`config.mk`:
```
export PLATFORM = sky130hd
export DESIGN_NAME = wdt_windowed
export DESIGN_NICKNAME = d
export VERILOG_FILES = /design/src/rtl/wdt_pkg.sv /design/src/rtl/wdt_prescaler.sv /design/src/rtl/wdt_timer.sv /design/src/rtl/wdt_ctrl.sv /design/src/rtl/wdt_windowed.sv
export SDC_FILE = /design/constraint.sdc
export NUM_CORES = 1
export LEC_CHECK = 0
export CAP_MARGIN = 40
export CORE_ASPECT_RATIO = 0.8
export CORE_MARGIN = 2
export CORE_UTILIZATION = 60
export DETAILED_ROUTE_END_ITERATION = 6
export DONT_BUFFER_PORTS = 1
export PLACE_DENSITY = 0.72
export SETUP_SLACK_MARGIN = 0.15
export SLEW_MARGIN = 20
export SYNTH_ARGS = -nofsm -noshare
export SYNTH_HDL_FRONTEND = slang
export SYNTH_SLANG_ARGS = --single-unit
```
`constraint.sdc`:
```
create_clock -name clk -period 5.2 [get_ports clk]
set_clock_uncertainty 0.1 [all_clocks]
set_input_delay 1.04 -clock clk [delete_from_list [all_inputs] [get_ports clk]]
set_output_delay 1.04 -clock clk [all_outputs]
set_load 0.05 [all_outputs]
```
`src/rtl/wdt_pkg.sv`:
```
package wdt_pkg;
  typedef logic [2:0] scale_t;

  // Flag layout: early kick is bit 0, rejected write bit 1, timeout bit 2.
  typedef struct packed {
    logic timeout;
    logic reject;
    logic early;
  } wdt_stat_t;

  localparam int unsigned MAX_SHIFT = 6;

  // Milliseconds before a timeout for a given scale; zero means off.
  function automatic int unsigned period_ms(int unsigned base_ms, scale_t s);
    if (s == 3'd0) return 0;
    return base_ms << (s - 3'd1);
  endfunction

  // A kick counts only on a low-to-high change of the kick bit.
  function automatic logic kick_edge(logic prev, logic now);
    return now & ~prev;
  endfunction
endpackage

```
`src/rtl/wdt_prescaler.sv`:
```
module wdt_prescaler #(
  parameter int unsigned CLK_PER_US = 100,
  parameter int unsigned US_PER_MS  = 1000
) (
  input  logic clk,
  input  logic rst_n,
  input  logic clear,
  output logic us_tick,
  output logic ms_tick
);
  localparam int CW = (CLK_PER_US > 1) ? $clog2(CLK_PER_US) : 1;
  localparam int UW = (US_PER_MS > 1) ? $clog2(US_PER_MS) : 1;
  localparam logic [CW-1:0] CLK_LAST = CW'(CLK_PER_US - 1);
  localparam logic [UW-1:0] US_LAST  = UW'(US_PER_MS - 1);

  logic [CW-1:0] clk_cnt;
  logic [UW-1:0] us_cnt;

  assign us_tick = (clk_cnt == CLK_LAST);
  assign ms_tick = us_tick && (us_cnt == US_LAST);

  always_ff @(posedge clk) begin
    if (!rst_n || clear) begin
      clk_cnt <= '0;
      us_cnt  <= '0;
    end else begin
      clk_cnt <= us_tick ? '0 : clk_cnt + 1'b1;
      if (us_tick) us_cnt <= (us_cnt == US_LAST) ? '0 : us_cnt + 1'b1;
    end
  end
endmodule

```
`src/rtl/wdt_timer.sv`:
```
module wdt_timer
  import wdt_pkg::*;
#(
  parameter int unsigned WIN_MS  = 256,
  parameter int unsigned BASE_MS = 2048
) (
  input  logic   clk,
  input  logic   rst_n,
  input  logic   enabled,
  input  logic   restart,
  input  logic   ms_tick,
  input  scale_t scale,
  output logic   window_open,
  output logic   timeout_evt
);
  localparam int unsigned MAX_MS = BASE_MS << MAX_SHIFT;
  localparam int TW = $clog2(MAX_MS + 1);
  localparam int WW = $clog2(WIN_MS + 1);
  localparam logic [WW-1:0] WIN_LIM = WW'(WIN_MS);

  logic [TW-1:0] to_cnt;
  logic [WW-1:0] win_cnt;
  logic [TW-1:0] limit;

  assign limit       = TW'(period_ms(BASE_MS, scale) - 1);
  assign window_open = (win_cnt >= WIN_LIM);
  assign timeout_evt = enabled && ms_tick && (to_cnt == limit);

  always_ff @(posedge clk) begin
    if (!rst_n || restart || !enabled) begin
      to_cnt  <= '0;
      win_cnt <= '0;
    end else if (ms_tick) begin
      to_cnt <= to_cnt + 1'b1;
      if (!window_open) win_cnt <= win_cnt + 1'b1;
    end
  end
endmodule

```
`src/rtl/wdt_ctrl.sv`:
```
module wdt_ctrl
  import wdt_pkg::*;
#(
  parameter int unsigned HOLD_US = 150
) (
  input  logic       clk,
  input  logic       rst_n,
  input  logic       wr_en,
  input  logic       wr_sel,
  input  logic [7:0] wr_data,
  input  logic       us_tick,
  input  logic       window_open,
  input  logic       timeout_evt,
  output scale_t     scale_q,
  output logic       enabled,
  output logic       restart,
  output logic       early_kick,
  output logic       scale_accept,
  output logic       scale_reject,
  output logic       dis_evt,
  output logic       wdt_reset,
  output logic       early_fault,
  output wdt_stat_t  stat_q
);
  localparam int HW = $clog2(HOLD_US + 1);
  localparam logic [HW-1:0] HOLD_LIM = HW'(HOLD_US);

  logic          ctl_wr, sts_wr, kick_q, kick_rise, hold_done, valid_kick;
  logic [HW-1:0] hold_cnt;
  scale_t        new_scale;
  wdt_stat_t     clr_mask;
  logic          wr_unused;

  assign wr_unused = ^wr_data[6:3];
  assign ctl_wr    = wr_en && !wr_sel;
  assign sts_wr    = wr_en && wr_sel;
  assign new_scale = wr_data[2:0];
  assign clr_mask  = sts_wr ? wdt_stat_t'(wr_data[2:0]) : '0;
  assign enabled   = (scale_q != 3'd0);
  assign hold_done = (hold_cnt >= HOLD_LIM);
  assign kick_rise = ctl_wr && kick_edge(kick_q, wr_data[7]);

  assign dis_evt      = ctl_wr && enabled && (new_scale == 3'd0) && !timeout_evt;
  assign scale_accept = ctl_wr && !enabled && (new_scale != 3'd0) && hold_done;
  assign scale_reject = ctl_wr && (new_scale != 3'd0) &&
                        ((!enabled && !hold_done) ||
                         (enabled && (new_scale != scale_q) && !timeout_evt));

  assign early_kick = kick_rise && enabled && !timeout_evt && !dis_evt && !window_open;
  assign valid_kick = kick_rise && enabled && !timeout_evt && !dis_evt && window_open;
  assign restart    = scale_accept || valid_kick;

  always_ff @(posedge clk) begin
    if (!rst_n) begin
      scale_q     <= '0;
      hold_cnt    <= '0;
      kick_q      <= 1'b0;
      wdt_reset   <= 1'b0;
      early_fault <= 1'b0;
      stat_q      <= '0;
    end else begin
      if (timeout_evt || dis_evt) scale_q <= '0;
      else if (scale_accept)      scale_q <= new_scale;

      if (timeout_evt || dis_evt)              hold_cnt <= '0;
      else if (!enabled && us_tick && !hold_done) hold_cnt <= hold_cnt + 1'b1;

      if (ctl_wr) kick_q <= wr_data[7];

      wdt_reset   <= timeout_evt;
      early_fault <= early_kick;

      stat_q.early   <= early_kick   || (stat_q.early   && !clr_mask.early);
      stat_q.reject  <= scale_reject || (stat_q.reject  && !clr_mask.reject);
      stat_q.timeout <= timeout_evt  || (stat_q.timeout && !clr_mask.timeout);
    end
  end
endmodule

```
`src/rtl/wdt_windowed.sv`:
```
module wdt_windowed
  import wdt_pkg::*;
#(
  parameter int unsigned CLK_PER_US = 100,
  parameter int unsigned US_PER_MS  = 1000,
  parameter int unsigned WIN_MS     = 256,
  parameter int unsigned BASE_MS    = 2048,
  parameter int unsigned HOLD_US    = 150
) (
  input  logic       clk,
  input  logic       rst_n,
  input  logic       wr_en,
  input  logic       wr_sel,
  input  logic [7:0] wr_data,
  output logic       wdt_reset,
  output logic       early_fault,
  output logic [2:0] scale_o,
  output logic [2:0] stat_o
);
  logic      us_tick, ms_tick, restart, enabled, window_open, timeout_evt;
  logic      early_kick, scale_accept, scale_reject, dis_evt;
  scale_t    scale_q;
  wdt_stat_t stat_q;

  wdt_prescaler #(.CLK_PER_US(CLK_PER_US), .US_PER_MS(US_PER_MS)) i_presc (
    .clk(clk), .rst_n(rst_n), .clear(restart),
    .us_tick(us_tick), .ms_tick(ms_tick)
  );

  wdt_timer #(.WIN_MS(WIN_MS), .BASE_MS(BASE_MS)) i_timer (
    .clk(clk), .rst_n(rst_n), .enabled(enabled), .restart(restart),
    .ms_tick(ms_tick), .scale(scale_q),
    .window_open(window_open), .timeout_evt(timeout_evt)
  );

  wdt_ctrl #(.HOLD_US(HOLD_US)) i_ctrl (
    .clk(clk), .rst_n(rst_n), .wr_en(wr_en), .wr_sel(wr_sel), .wr_data(wr_data),
    .us_tick(us_tick), .window_open(window_open), .timeout_evt(timeout_evt),
    .scale_q(scale_q), .enabled(enabled), .restart(restart),
    .early_kick(early_kick), .scale_accept(scale_accept),
    .scale_reject(scale_reject), .dis_evt(dis_evt),
    .wdt_reset(wdt_reset), .early_fault(early_fault), .stat_q(stat_q)
  );

  assign scale_o = scale_q;
  assign stat_o  = stat_q;
endmodule

```
==> impl_metrics.env <==
export IMPL_cts_tree="done"
export IMPL_synth_edf_count=0
export IMPL_drc=0
export IMPL_antenna_cells=0
export IMPL_h_tree_depth=3
export IMPL_routedWlPerCell_um=15.36
export IMPL_finalCoreUtilization=0.6473
export IMPL_yosys_area_top_type="dfxtp_1"
export IMPL_rrSetupSlack_ps=1520
export IMPL_grt_pass1_wl_mm=12.35
export IMPL_syn_mean_instance_area_um2=8.972
export IMPL_finalSetupViolCount=0
export IMPL_sequentialPowerShare=0.553
export IMPL_ios=20
export IMPL_clockBufferDepth=2
export IMPL_drive_gt1_frac=0.1684
export IMPL_worstReg2RegEnd="i_timer.win_cnt[2]"
export IMPL_grt_usage=0.2317
export IMPL_slowest_delay_ps=870
export IMPL_startpoint_type="register"
export IMPL_synth_seq_cells=61
export IMPL_ant_nets=0
export IMPL_grt_antenna_before_repair=0
export IMPL_ctsRootBufferMaster="clkbuf_8"
export IMPL_dr_pass1_iters=4
export IMPL_synth_cells=399
export IMPL_crit_fanout=26
export IMPL_final_cell_count_no_fill=473
export IMPL_worst_pin_slew_ps=738.6
export IMPL_cp_buffers_inverters=2
export IMPL_tns_ps=0
export IMPL_routed_via_density=6.161
export IMPL_p_int_mw=0.6506
export IMPL_synth_fp_nets=419
export IMPL_status="finished, final reports clean"
export IMPL_power_switching_mw=0.2067
export IMPL_path_clk_slew_ps=70
export IMPL_syn_to_final_growth_pct=5.767
export IMPL_path_cells="buf_4 -> or3b_2 -> ha_1 -> nor4bb_1 -> a31oi_1 -> xnor2_1 -> or4b_2 -> buf_4 -> a211oi_2"
export IMPL_async_reset_ff_frac=0
export IMPL_drt_initial_drc_count=205
export IMPL_total_power_mw=0.8572
export IMPL_fin_crit_sh=0.7080
export IMPL_synth_xor_area_share=0.1150
export IMPL_cts_resized=0
export IMPL_slew_headroom=0.5058
export IMPL_vdd_drop_max_uv=158.9
export IMPL_pwr_share_comb=0.020
export IMPL_cp_depth=9
export IMPL_clkLatencyLatePin_ps=340
export IMPL_fp_dieH_um=73.09
export IMPL_worstSetupEndpoint="i_timer.win_cnt[2]"
export IMPL_hold_path_startpoint="i_ctrl.kick_q"
export IMPL_synth_distinct_cells=56
export IMPL_row_count=25
export IMPL_hold_class="reg -> reg"
export IMPL_cts_hold_buf=0
export IMPL_core_um2=5849
export IMPL_synth_compound_area_frac=0.1891
export IMPL_power_density_nw_per_um2=226.4
export IMPL_ys_flop_type="dfxtp_1"
export IMPL_crit_start="i_ctrl.scale_q[1]"
export IMPL_fmax_mhz=271.6
export IMPL_grt_overflow=0
export IMPL_clkSinkCount=61
export IMPL_endpoint_kind="register"
export IMPL_place_hpwl_mm=4.904
export IMPL_vias=2914
export IMPL_synth_warnings=0
export IMPL_max_cap_viol_count=0
export IMPL_min_period_ps=3682
export IMPL_gp_congestion=0.8069
export IMPL_synth_top_family_by_area="simple AND/OR/NAND/NOR gates"
export IMPL_rr_worst_depth=9
export IMPL_slowest_stage="or4b_2"
export IMPL_die_area_um2=6604
export IMPL_netlist_area_leader_share=0.3411
export IMPL_die_w_um=90.36
export IMPL_start_util=0.6120
export IMPL_postCtsSetupBuffers=0
export IMPL_power_leakage_nw=1.100
export IMPL_fillCellCount=503
export IMPL_clkPwrFrac=0.427
export IMPL_cp_top_family="simple AND/OR/NAND/NOR gates"
export IMPL_drv_slew=0
export IMPL_wl_mm=7.267
export IMPL_worst_slack_ps=1518
export IMPL_r2r_start="i_ctrl.scale_q[1]"
export IMPL_pre_cts_ws_ps=1424
export IMPL_crit_type="reg -> reg"
export IMPL_arrival_ps=3840
export IMPL_grt_max_degree=31
export IMPL_holdPathStages=2
export IMPL_synth_fa_ha_area_frac=0.02796
export IMPL_yosys_top_cells_area="dfxtp_1 (34%), a211oi_2 (11%), xnor2_1 (8.3%)"
export IMPL_syn_area_um2=3580
export IMPL_seq_area_frac_synth=0.3411
export IMPL_worstPathRequired_ps=5350
export IMPL_io_buffers=0
export IMPL_swShare=0.2411
export IMPL_path_common_cell="buf_4"
export IMPL_rsz0062_at_grt="no"
export IMPL_grt_pass1_vias=2589
export IMPL_yosys_area_share_simple=0.2614
export IMPL_synth_mux_area_frac=0.01153
export IMPL_place_inst=456
export IMPL_num_nets_final=407
export IMPL_hold_viol_final=0
export IMPL_cts_made_buffers=9
worst min path at each step:
stage | slack (ps) | endpoint
2_1_floorplan | 350 | i_ctrl.kick_q
3_3_place_gp | 370 | i_ctrl.kick_q
3_5_place_dp | 390 | i_ctrl.kick_q
4_1_cts | 400 | i_ctrl.kick_q
5_1_grt | 460 | i_presc.us_cnt[5]
6_report | 400 | i_ctrl.kick_q
power by group through the flow:
stage / registers, mW / clock network, mW / logic [mW]
after global routing: 0.474 / 0.397 / 0.0190
after CTS: 0.474 / 0.376 / 0.0170
after global placement: 0.485 / 0 / 0.0165
after detailed placement: 0.485 / 0 / 0.0169
final: 0.474 / 0.366 / 0.0168
after floorplan: 0.484 / 0 / 0.0150
cells in the final DEF (no fill, tap or decap), types with 2 or more instances in the layout:
cell,instances
dfxtp_1,61
xnor2_1,34
a211oi_2,32
nand3_1,27
nor3_1,23
nand2_1,21
nor2_1,18
nor4_1,18
a21oi_1,14
nand4_1,13
xor2_1,13
inv_1,9
clkbuf_8,9
ha_1,8
buf_4,7
and3_1,6
nand2b_1,5
or3_1,5
o21ai_0,5
nor3b_1,4
nand4b_1,3
and4_1,3
mux2i_1,3
o211a_1,2
a211o_1,2
a21o_1,2
and2_1,2
o31ai_1,2
nor4bb_1,2
a31oi_1,2
or4_1,2
a22oi_1,2
or3b_2,2
clkinvlp_4,2
clkinv_2,2
clkinv_4,2
layer usage:
layer | part of all wire | GRT usage | vias to the layer above | wire length [µm]
met5 | 0 | 0 | - | 0
met3 | 0.045 | 0.05785 | 7 | 324
met2 | 0.43 | 0.3475 | 56 | 3155
met4 | 0.0099 | 0.07179 | 0 | 72
met1 | 0.51 | 0.3308 | 1398 | 3714
li1 | - | - | 1453 | -
worst reg2reg max path: cells and delay by family (launching register included):
family | cells | cell delay (ps)
AND/OR/NAND/NOR | 3 | 1650
buffers and inverters | 2 | 650
XOR/XNOR | 1 | 220
AO/OA/AOI/OAI | 2 | 390
flip-flops | 1 | 310
adder cells (fa/ha/maj) | 1 | 280
sequential cells by signal, summed over array words and instances (netlist names):
name and flops:
i_timer.win_cnt 9, i_ctrl.early_fault 1, i_ctrl.stat_q 3, i_ctrl.scale_q 3, i_ctrl.kick_q 1, i_presc.clk_cnt 7, i_ctrl.wdt_reset 1, i_ctrl.hold_cnt 8
i_timer.to_cnt 18, i_presc.us_cnt 10
cells by family after synthesis:
logic type      Yosys count
mux                       4
compound gates           73
buf+inv                  41
flops                    61
fa+ha+maj                 8
simple gates            165
xor+xnor                 47
layout make-up:
type                       instances  area [µm²]  area share
clock buffer                       9       123.9     0.03272
clock inverter                     7       51.30     0.01355
inverter                           9       33.78    0.008923
multi-input combinational        297        2167      0.5724
sequential                        61        1221      0.3225
tap                               81       101.3     0.02677
timing repair buffer               9       87.58     0.02313
stage by stage:
stage | instance area, µm² | hold WS (ps)
after floorplan | 3580 | 354.3
after global placement | 3576 | 367.1
after detailed placement | 3596 | 387.9
after CTS | 3771 | 404.6
after global routing | 3786 | 456.7
final | 3786 | 399.2
cell usage after synthesis, types with 3 or more instances:
master	number
buf_2	4
nand3_1	27
o21ai_0	5
and3_1	6
buf_6	4
nand4_1	13
inv_1	9
nor4_1	18
or3_1	5
a21oi_1	14
and4_1	3
nand2_1	21
nor3b_1	4
nor3_1	23
clkbuf_1	20
ha_1	8
nand4b_1	3
xor2_1	13
dfxtp_1	61
a211oi_2	32
nand2b_1	5
buf_1	3
nor2_1	18
xnor2_1	34
mux2i_1	3
(Power assumes the default switching activity.)
